File: config.mk
export PLATFORM = sky130hd
export DESIGN_NAME = psram_host_ctrl
export DESIGN_NICKNAME = d
export VERILOG_FILES = /design/src/rtl/psram_host_ctrl.sv
export SDC_FILE = /design/constraint.sdc
export NUM_CORES = 1
export LEC_CHECK = 0
export BUFFER_PORTS_ARGS = -buffer_cell sky130_fd_sc_hd__buf_2
export CORE_AREA = 2 2 80 82
export CTS_BUF_LIST = sky130_fd_sc_hd__clkbuf_8
export CTS_CLUSTER_DIAMETER = 100
export DETAILED_ROUTE_END_ITERATION = 8
export DIE_AREA = 0 0 82 84
export PLACE_DENSITY = 0.82
export SLEW_MARGIN = 15
export SYNTH_ARGS = -nofsm -noshare
export SYNTH_HDL_FRONTEND = slang
export SYNTH_SLANG_ARGS = --single-unit
File: constraint.sdc
create_clock -name clk -period 3.5 [get_ports clk]
set_input_delay 0.7 -clock clk [delete_from_list [all_inputs] [get_ports clk]]
set_output_delay 0.7 -clock clk [all_outputs]
set_load 0.02 [all_outputs]
File: src/rtl/psram_host_ctrl.sv
module psram_host_ctrl #(
  parameter int AW         = 22,
  parameter int SETUP_CYC  = 1,
  parameter int STROBE_CYC = 5,
  parameter int HOLD_CYC   = 1,
  parameter int WAKE_CYC   = 150,
  parameter bit PAR_AT_RST = 1'b1
) (
  input  logic          clk,
  input  logic          rst_n,
  input  logic          req_valid,
  output logic          req_ready,
  input  logic [2:0]    req_op,
  input  logic [AW-1:0] req_addr,
  input  logic [15:0]   req_wdata,
  input  logic [1:0]    req_be,
  output logic          done,
  output logic [15:0]   rdata,
  output logic          lp_deep,
  output logic          mem_ce_n,
  output logic          mem_we_n,
  output logic          mem_oe_n,
  output logic          mem_ub_n,
  output logic          mem_lb_n,
  output logic          mem_zz_n,
  output logic [AW-1:0] mem_addr,
  output logic [15:0]   mem_dq_out,
  output logic          mem_dq_oe,
  input  logic [15:0]   mem_dq_in
);

  localparam logic [2:0] OP_RD   = 3'd0;
  localparam logic [2:0] OP_WR   = 3'd1;
  localparam logic [2:0] OP_CFG  = 3'd2;
  localparam logic [2:0] OP_SLP  = 3'd3;
  localparam logic [2:0] OP_WAKE = 3'd4;
  localparam int MODE_BIT = 4;
  localparam int M1   = (SETUP_CYC > STROBE_CYC) ? SETUP_CYC : STROBE_CYC;
  localparam int M2   = (HOLD_CYC > WAKE_CYC) ? HOLD_CYC : WAKE_CYC;
  localparam int MAXC = (M1 > M2) ? M1 : M2;
  localparam int CW   = $clog2(MAXC + 1);

  typedef enum logic [2:0] {S_IDLE, S_SETUP, S_STROBE, S_HOLD, S_SLEEP, S_WAKE} st_t;

  st_t            st;
  logic [CW-1:0]  cnt;
  logic [2:0]     op_q;
  logic [1:0]     be_q;
  logic [AW-1:0]  addr_q;
  logic [15:0]    wdata_q;
  logic           par_mode;

  wire accept  = req_valid && req_ready;
  wire cnt_end = (cnt == '0);
  wire active  = (st == S_SETUP) || (st == S_STROBE) || (st == S_HOLD);
  wire strobe  = (st == S_STROBE);
  wire is_rd   = (op_q == OP_RD);
  wire is_wr   = (op_q == OP_WR);
  wire is_cfg  = (op_q == OP_CFG);

  assign req_ready  = (st == S_IDLE) || (st == S_SLEEP);
  assign mem_ce_n   = !active;
  assign mem_we_n   = !(strobe && (is_wr || is_cfg));
  assign mem_oe_n   = !(strobe && is_rd);
  assign mem_lb_n   = !(strobe && !is_cfg && be_q[0]);
  assign mem_ub_n   = !(strobe && !is_cfg && be_q[1]);
  assign mem_zz_n   = !((active && is_cfg) || (st == S_SLEEP));
  assign mem_addr   = addr_q;
  assign mem_dq_out = wdata_q;
  assign mem_dq_oe  = is_wr && (strobe || (st == S_HOLD));

  always_ff @(posedge clk) begin
    if (!rst_n) begin
      st       <= S_IDLE;
      cnt      <= '0;
      op_q     <= OP_RD;
      be_q     <= '0;
      addr_q   <= '0;
      wdata_q  <= '0;
      rdata    <= '0;
      done     <= 1'b0;
      lp_deep  <= 1'b0;
      par_mode <= PAR_AT_RST;
    end else begin
      done <= 1'b0;
      unique case (st)
        S_IDLE: begin
          if (accept && req_op <= OP_CFG) begin
            op_q    <= req_op;
            be_q    <= req_be;
            addr_q  <= req_addr;
            wdata_q <= req_wdata;
            cnt     <= CW'(SETUP_CYC - 1);
            st      <= S_SETUP;
          end else if (accept && req_op == OP_SLP) begin
            st      <= S_SLEEP;
            done    <= 1'b1;
            lp_deep <= !par_mode;
          end
        end
        S_SETUP: begin
          if (cnt_end) begin
            cnt <= CW'(STROBE_CYC - 1);
            st  <= S_STROBE;
          end else cnt <= cnt - CW'(1);
        end
        S_STROBE: begin
          if (cnt_end) begin
            cnt <= CW'(HOLD_CYC - 1);
            st  <= S_HOLD;
            if (is_rd) rdata <= mem_dq_in & {{8{be_q[1]}}, {8{be_q[0]}}};
            if (is_cfg) par_mode <= addr_q[MODE_BIT];
          end else cnt <= cnt - CW'(1);
        end
        S_HOLD: begin
          if (cnt_end) begin
            st   <= S_IDLE;
            done <= 1'b1;
          end else cnt <= cnt - CW'(1);
        end
        S_SLEEP: begin
          if (accept && req_op == OP_WAKE) begin
            if (lp_deep) begin
              cnt <= CW'(WAKE_CYC - 1);
              st  <= S_WAKE;
            end else begin
              st   <= S_IDLE;
              done <= 1'b1;
            end
          end
        end
        S_WAKE: begin
          if (cnt_end) begin
            st   <= S_IDLE;
            done <= 1'b1;
          end else cnt <= cnt - CW'(1);
        end
        default: st <= S_IDLE;
      endcase
    end
  end

  a_r4_bus_only_in_write: assert property (@(posedge clk) disable iff (!rst_n)
    mem_dq_oe |-> (!mem_ce_n && mem_oe_n && mem_zz_n));

  a_r2_oe_we_exclusive: assert property (@(posedge clk) disable iff (!rst_n)
    !mem_oe_n |-> mem_we_n);

  a_r8_busy_after_accept: assert property (@(posedge clk) disable iff (!rst_n)
    (accept && st == S_IDLE && req_op <= OP_CFG) |=> !req_ready);

  a_r8_done_when_ready: assert property (@(posedge clk) disable iff (!rst_n)
    done |-> req_ready);

  a_r10_addr_static: assert property (@(posedge clk) disable iff (!rst_n)
    (req_ready && $past(req_ready)) |-> $stable(mem_addr));

  a_r5_load_no_bus: assert property (@(posedge clk) disable iff (!rst_n)
    (!mem_zz_n && !mem_ce_n) |-> (mem_oe_n && !mem_dq_oe && mem_lb_n && mem_ub_n));

  a_r3_lanes_in_access: assert property (@(posedge clk) disable iff (!rst_n)
    (!mem_lb_n || !mem_ub_n) |-> (!mem_ce_n && mem_zz_n));

endmodule

==> results of run 1 <==
[cell families after synthesis]
family	count (synthesis)	share of synthesized area [%]
multiplexers	1	0.320
AO/OA/AOI/OAI	92	17.0
XOR/XNOR	3	0.840
buffers and inverters	32	4.84
AND/OR/NAND/NOR	195	29.5
adder cells (fa/ha/maj)	2	0.800
flip-flops	73	46.7
[cell usage in the layout, fill, tap and decap left out, drive strengths merged, types with 2 or more instances in the layout]
master,n
nor2b,2
nor4b,2
nand2b,2
o311ai,2
a21oi,64
nor3,7
nor2,12
and3,2
nand3,22
o21ai,7
nor3b,2
or2,4
buf,128
ha,2
inv,9
a31oi,2
dfxtp,73
nand4,3
or3,3
and2,3
a32oi,2
clkinv,3
a21o,2
nor4,2
o211ai,6
xor2,2
clkbuf,9
clkinvlp,2
nand2,127
[routing by layer]
layer  global-route usage [%]  up-vias  routed length, um
met5                        0        -                  0
met4                     7.58        0                 76
met3                     10.5        6                713
met2                     39.7      120               3850
met1                     27.3     1414               3320
li1                         -     1574                  -
[tightest hold or removal path, delay by kind of cell, from the launching register on]
| family | cells | cell delay (ns) |
|---|---|---|
| flip-flops | 1 | 0.31 |
| AO/OA/AOI/OAI | 1 | 0.05 |
| AND/OR/NAND/NOR | 1 | 0.05 |
[cell type report]
| class | instances | area, um^2 | area share [%] |
|---|---|---|---|
| multi-input cells | 293 | 1520 | 38.7 |
| repair buffers | 128 | 648 | 16.5 |
| well taps | 77 | 96.3 | 2.46 |
| flip-flops and latches | 73 | 1460 | 37.3 |
| inverters | 7 | 26.3 | 0.670 |
| clock buffers | 9 | 124 | 3.16 |
| clock inverters | 7 | 46.3 | 1.18 |
[report_power, final]
| part | leakage (nW) | internal, mW | total [mW] | switching [mW] |
|---|---|---|---|---|
| combinational | 1.04 | 0.0724 | 0.189 | 0.117 |
| clock | 0.0868 | 0.256 | 0.580 | 0.324 |
| sequential | 0.592 | 0.855 | 0.874 | 0.0187 |
[registers in the layout, indices dropped and copies added (netlist names)]
register and flops:
mem_dq_out 16, rdata 16, par_mode 1, mem_addr 22, cnt 8, op_q 3
st 3, done 1, lp_deep 1, be_q 2
[per-stage QoR]
stage | cell area, um^2 | utilization, % | worst slack [ns]
after floorplan | 3130 | - | 1.31
after global placement | 3750 | 61.5 | 1.41
after detailed placement | 3750 | 61.5 | 1.36
after CTS | 3920 | 64.3 | 0.962
after global routing | 3920 | 64.3 | 0.836
final | 3920 | 64.3 | 0.931
[worst paths after layout]
path | start | end | slack [ns] | cells past startpoint
min reg2reg | rdata[8] | rdata[8] | 0.45 | 2
min | rdata[8] | rdata[8] | 0.45 | 2
max | st[0] | mem_zz_n | 0.93 | 4
max reg2reg | cnt[0] | cnt[3] | 1.41 | 8
==> flow_summary.json, run 1 <==
{
  "status": "complete, no violations",
  "clock-sinks": 73,
  "dr.first_iter.drc_count": 220,
  "min_path_type": "reg -> reg",
  "crit_fanout": 15,
  "dieArea_um2": 6890,
  "fp.dieH_um": 84,
  "fin_nets": 576,
  "p_leak_nw": 1.72,
  "syn_inst": 398,
  "ir_worst_vdd_mv": 0.302,
  "grt_pass1_vias": 3011,
  "dp_hpwl_mm": 5.65,
  "synth-main-ff-cell": "dfxtp_1",
  "crit_family": "flip-flops",
  "wirelength_mm": 7.96,
  "worst-path-buf-inv": 1,
  "setup_tns_ns": 0,
  "ys_async_sr_fraction_pct": 0,
  "synth_area_leaders": "dfxtp_1 (47%), nand2_1 (15%), a21oi_1 (10%)",
  "cts-resized-gates": 0,
  "fin_crit_ns": 2.57,
  "post-cts-setup-buffer-count": 0,
  "timing.fmax_ghz": 0.389,
  "path_clk_slew_ns": 0.08,
  "cts-buffers-inserted": 9,
  "synth_most_common_cell": "nand2_1",
  "syn_avg_cell_area_um2": 7.86,
  "yosys.area.top_type": "dfxtp_1",
  "slowest_delay_ns": 0.68,
  "cts_tree": "yes",
  "grt.total_usage_pct": 24.0,
  "synth_edf_count": 0,
  "dp_cells": 578,
  "crit_required_ns": 2.80,
  "ant_nets": 0,
  "pin_count": 126,
  "core-area_um2": 6100,
  "p_per_area_nw_per_um2": 419,
  "antenna_found_initial": 0,
  "max_slew_margin_pct": 55.0,
  "ys_types": 54,
  "initial_core_util_pct": 51.3,
  "slew_violations": 0,
  "grt_max_degree": 65,
  "crit_chain": "nor2_1, nand2_1, a21boi_0, buf_2",
  "htree_levels": 3,
  "rsz0062_at_grt": "no",
  "cp_slowest_cell": "dfxtp_1",
  "overflow": 0,
  "setup_viol": 0,
  "clockRootBuffer": "clkbuf_8",
  "remaining_drc_errors": 0,
  "clock_skew_ns": 0.0131,
  "total_power_mw": 1.64,
  "end_kind": "primary output",
  "maxCapViolations": 0,
  "row_count": 29,
  "finalNonFillerCells": 594,
  "wl_per_cell_um": 13.4,
  "synth_top_area_share_pct": 46.7,
  "worst_pin_slew_ns": 0.676,
  "areaGrowthSynthToFinish_pct": 25.2,
  "hold-worst-slack_ns": 0.451,
  "routabilityCongestion": 0.899,
  "syn_area_um2": 3130,
  "ys_warn_count": 0,
  "grt_first_pass_wirelength_mm": 12.9,
  "synth_seq_cells": 73,
  "start_kind": "flip-flop",
  "cts_buffer_depth": 2,
  "cp.arrival_ns": 1.87,
  "drive_gt1_share_pct": 30.9,
  "viasPerCell": 5.24,
  "nFillCells": 554,
  "drtPass1Iterations": 5,
  "cts_hold_buffers": 0,
  "syn-num-nets": 462,
  "final-hold-violation-count": 0,
  "port_buffers": 125,
  "crit_type": "reg -> out",
  "synth_commonest_cells": "nand2_1 (127), dfxtp_1 (73), a21oi_1 (63), nand3_1 (22), clkbuf_1 (12)",
  "die_x_um": 82,
  "vias": 3114,
  "insertion_delay_ns": 0.35,
  "ys_seq_area_share_pct": 46.7,
  "diodes": 0,
  "fin_crit_sh_pct": 73.4
}
(Power assumes the default switching activity.)
==> inputs of run 2 (changes only) <==
Settings changed: ABC_AREA set to 1, CORE_AREA 2 2 80 82 to 2 2 84 86, DIE_AREA 0 0 82 84 to 0 0 86 88, PLACE_DENSITY 0.82 to 0.78.
Clock period 3.5 ns to 2.4 ns, I/O delays scaled along.
==> run 2 against run 1 <==
Non-clock buffer count stayed put; sequential power increased by 90%; hold slack got worse by 0.061 ns; via count is 2.4% higher; flip-flop and latch count is the same; largest cell class unchanged; clock skew shrank 0.0063 ns; first-iteration DRC count down 61%; die area is 9.9% higher.
==> flow_summary.json, run 2 <==
{
  "r2r_cells": 9,
  "synth_seq_cells": 73,
  "min_path_type": "in -> reg",
  "remaining_drc_errors": 0,
  "total_power_mw": 4.70,
  "globalRouteMet1Util_pct": 26.5,
  "syn_area_um2": 3280,
  "crit_type": "reg -> out",
  "cp.arrival_ns": 1.50,
  "dp_cells": 649,
  "antenna_found_initial": 0,
  "viasPerCell": 4.80,
  "ys_warn_count": 0,
  "ys_types": 34,
  "synth_xor_area_share_pct": 0.800,
  "multi_input_area_um2": 1590,
  "setup_viol": 0,
  "power_frac_clock_pct": 19.3,
  "synth_area_leaders": "dfxtp_1 (45%), nor2_1 (15%), nand2_1 (11%)",
  "cts_hold_buffers": 0,
  "wirelength_mm": 7.76,
  "grt.met3_usage_pct": 7.07,
  "start_kind": "flip-flop",
  "use_met2_pct": 36.6,
  "max_slew_margin_pct": 64.4,
  "pin_count": 126,
  "combPwrFrac_pct": 45.5,
  "ant_nets": 0,
  "synthSimpleGateAreaFrac_pct": 36.3,
  "fp.dieH_um": 88,
  "min_delay_path_depth": 3,
  "path_clk_slew_ns": 0.07,
  "routabilityCongestion": 0.850,
  "clock-sinks": 73,
  "row_count": 30,
  "clockRootBuffer": "clkbuf_8",
  "yosys.area.top_type": "dfxtp_1",
  "post-cts-setup-buffer-count": 0,
  "vias": 3190,
  "grt_max_degree": 46,
  "synthAdderAreaFrac_pct": 0.762,
  "min_to": "mem_dq_out[9]",
  "drtPass1Iterations": 4,
  "core-area_um2": 6640,
  "crit_fanout": 8,
  "ir_worst_vdd_mv": 0.455,
  "fin_crit_sh_pct": 82.6,
  "cts-buffers-inserted": 9,
  "r2r_setup_slack_ns": 0.75,
  "p_leak_nw": 2.02,
  "regArea_um2": 1460,
  "end_kind": "primary output",
  "fin_crit_ns": 1.98,
  "setup_ws_ns": 0.417,
  "final-hold-violation-count": 0,
  "initial_core_util_pct": 49.4,
  "ys_async_sr_fraction_pct": 0,
  "p_int_mw": 2.67,
  "synth_top_area_share_pct": 44.5,
  "wl_per_cell_um": 11.7,
  "timing.fmax_ghz": 0.504,
  "ys_seq_area_share_pct": 44.5,
  "switching_share_pct": 43.2,
  "die_x_um": 86,
  "dp_slack_ns": 0.682,
  "areaGrowthSynthToFinish_pct": 25.7,
  "utilization_pct": 62.1,
  "drive_gt1_share_pct": 29.4,
  "final_common_cell": "nor2_1",
  "grt_pass1_vias": 3056,
  "cts-resized-gates": 0,
  "cts_tree": "yes",
  "overflow": 0,
  "grt.total_usage_pct": 21.9,
  "dieArea_um2": 7570,
  "p_per_area_nw_per_um2": 1140,
  "largest_reg_flops": 22,
  "insertion_delay_ns": 0.33,
  "cts_buffer_depth": 2,
  "syn_inst": 461,
  "top_usage_layer": "met2",
  "dp_hpwl_mm": 5.67,
  "r2r_start": "cnt[0]",
  "synth_most_common_cell": "nor2_1",
  "diodes": 0,
  "setup_tns_ns": 0,
  "syn-num-nets": 525,
  "crit_required_ns": 1.92,
  "fin_nets": 644,
  "nFillCells": 634,
  "maxCapViolations": 0,
  "worst_pin_slew_ns": 0.534,
  "rsz0062_at_grt": "no",
  "status": "complete, no violations",
  "port_buffers": 125,
  "dr.first_iter.drc_count": 86,
  "synth_commonest_cells": "nor2_1 (132), nand2_1 (95), dfxtp_1 (73), o21ai_0 (47), inv_1 (25)",
  "finalNonFillerCells": 665,
  "synth.area.mux_share_pct": 0,
  "synth_edf_count": 0,
  "htree_levels": 3,
  "hp-start": "req_wdata[9]",
  "syn_avg_cell_area_um2": 7.12,
  "seq_power_share_pct": 35.2,
  "synth-main-ff-cell": "dfxtp_1",
  "slew_violations": 0,
  "switchingPower_mw": 2.03,
  "grt_first_pass_wirelength_mm": 13.3,
  "synth_compound_area_share_pct": 10.4,
  "layout_common_cells": "nor2_1 (132), buf_2 (125), nand2_1 (95), dfxtp_1 (73), o21ai_0 (47)",
  "reg2reg_to": "rdata[6]",
  "synth_top_family_by_area": "simple AND/OR/NAND/NOR gates",
  "clock_skew_ns": 0.00677
}
[run 2: cell families (layout without fill, tap and decap cells)]
kind of cell | after synthesis | count (layout)
AOI/OAI and AO/OA | 65 | 65
xor gates and xnor gates | 3 | 3
adders and majority gates | 2 | 2
buffers and inverters | 51 | 175
DFF | 73 | 73
and+or+nand+nor | 267 | 267
[run 2: per-stage QoR]
step	hold WS (ns)	cell area, um^2
finish	0.390	4130
global route	0.389	4130
CTS	0.381	4130
detailed placement	0.466	3940
global placement	0.458	3940
floorplan	0.406	3280
[run 2: worst max-delay path by stage]
stage | startpoint | to | slack (ns) | cells past startpoint
detailed placement | req_op[2] | mem_addr[20] | 0.68 | 9
global placement | req_op[2] | mem_dq_out[9] | 0.72 | 9
global route | op_q[1] | mem_ub_n | 0.27 | 5
CTS | st[2] | mem_zz_n | 0.41 | 4
floorplan | st[1] | mem_zz_n | 0.84 | 3
finish | st[2] | mem_zz_n | 0.42 | 4
[run 2: critical path, cell delays in order, from the launching register on]
cell     delay, ns
dfxtp_1       0.51
inv_4         0.12
nor2_2        0.28
a21oi_1       0.09
buf_2         0.18
[run 2: layout make-up]
cell class,instances,share of cell area [%]
Inverter,31,2.88
Clock buffer,9,3.00
Sequential cell,73,35.4
Clock inverter,7,1.55
Tap cell,80,2.43
Timing Repair Buffer,128,16.3
Multi-Input combinational cell,337,38.4
[run 2: metal layers]
layer	up-vias	part of all wire, %
met5	-	0
met4	0	1.4
met3	10	8.8
met2	114	46
met1	1383	44
li1	1683	-
[run 2: power by group through the flow]
stage	logic, mW	clock network (mW)	registers [mW]
after floorplan	1.45	0	1.88
after global placement	2.10	0	1.67
after detailed placement	2.14	0	1.68
after CTS	2.15	0.932	1.66
after global routing	2.40	0.996	1.69
final	2.14	0.907	1.66
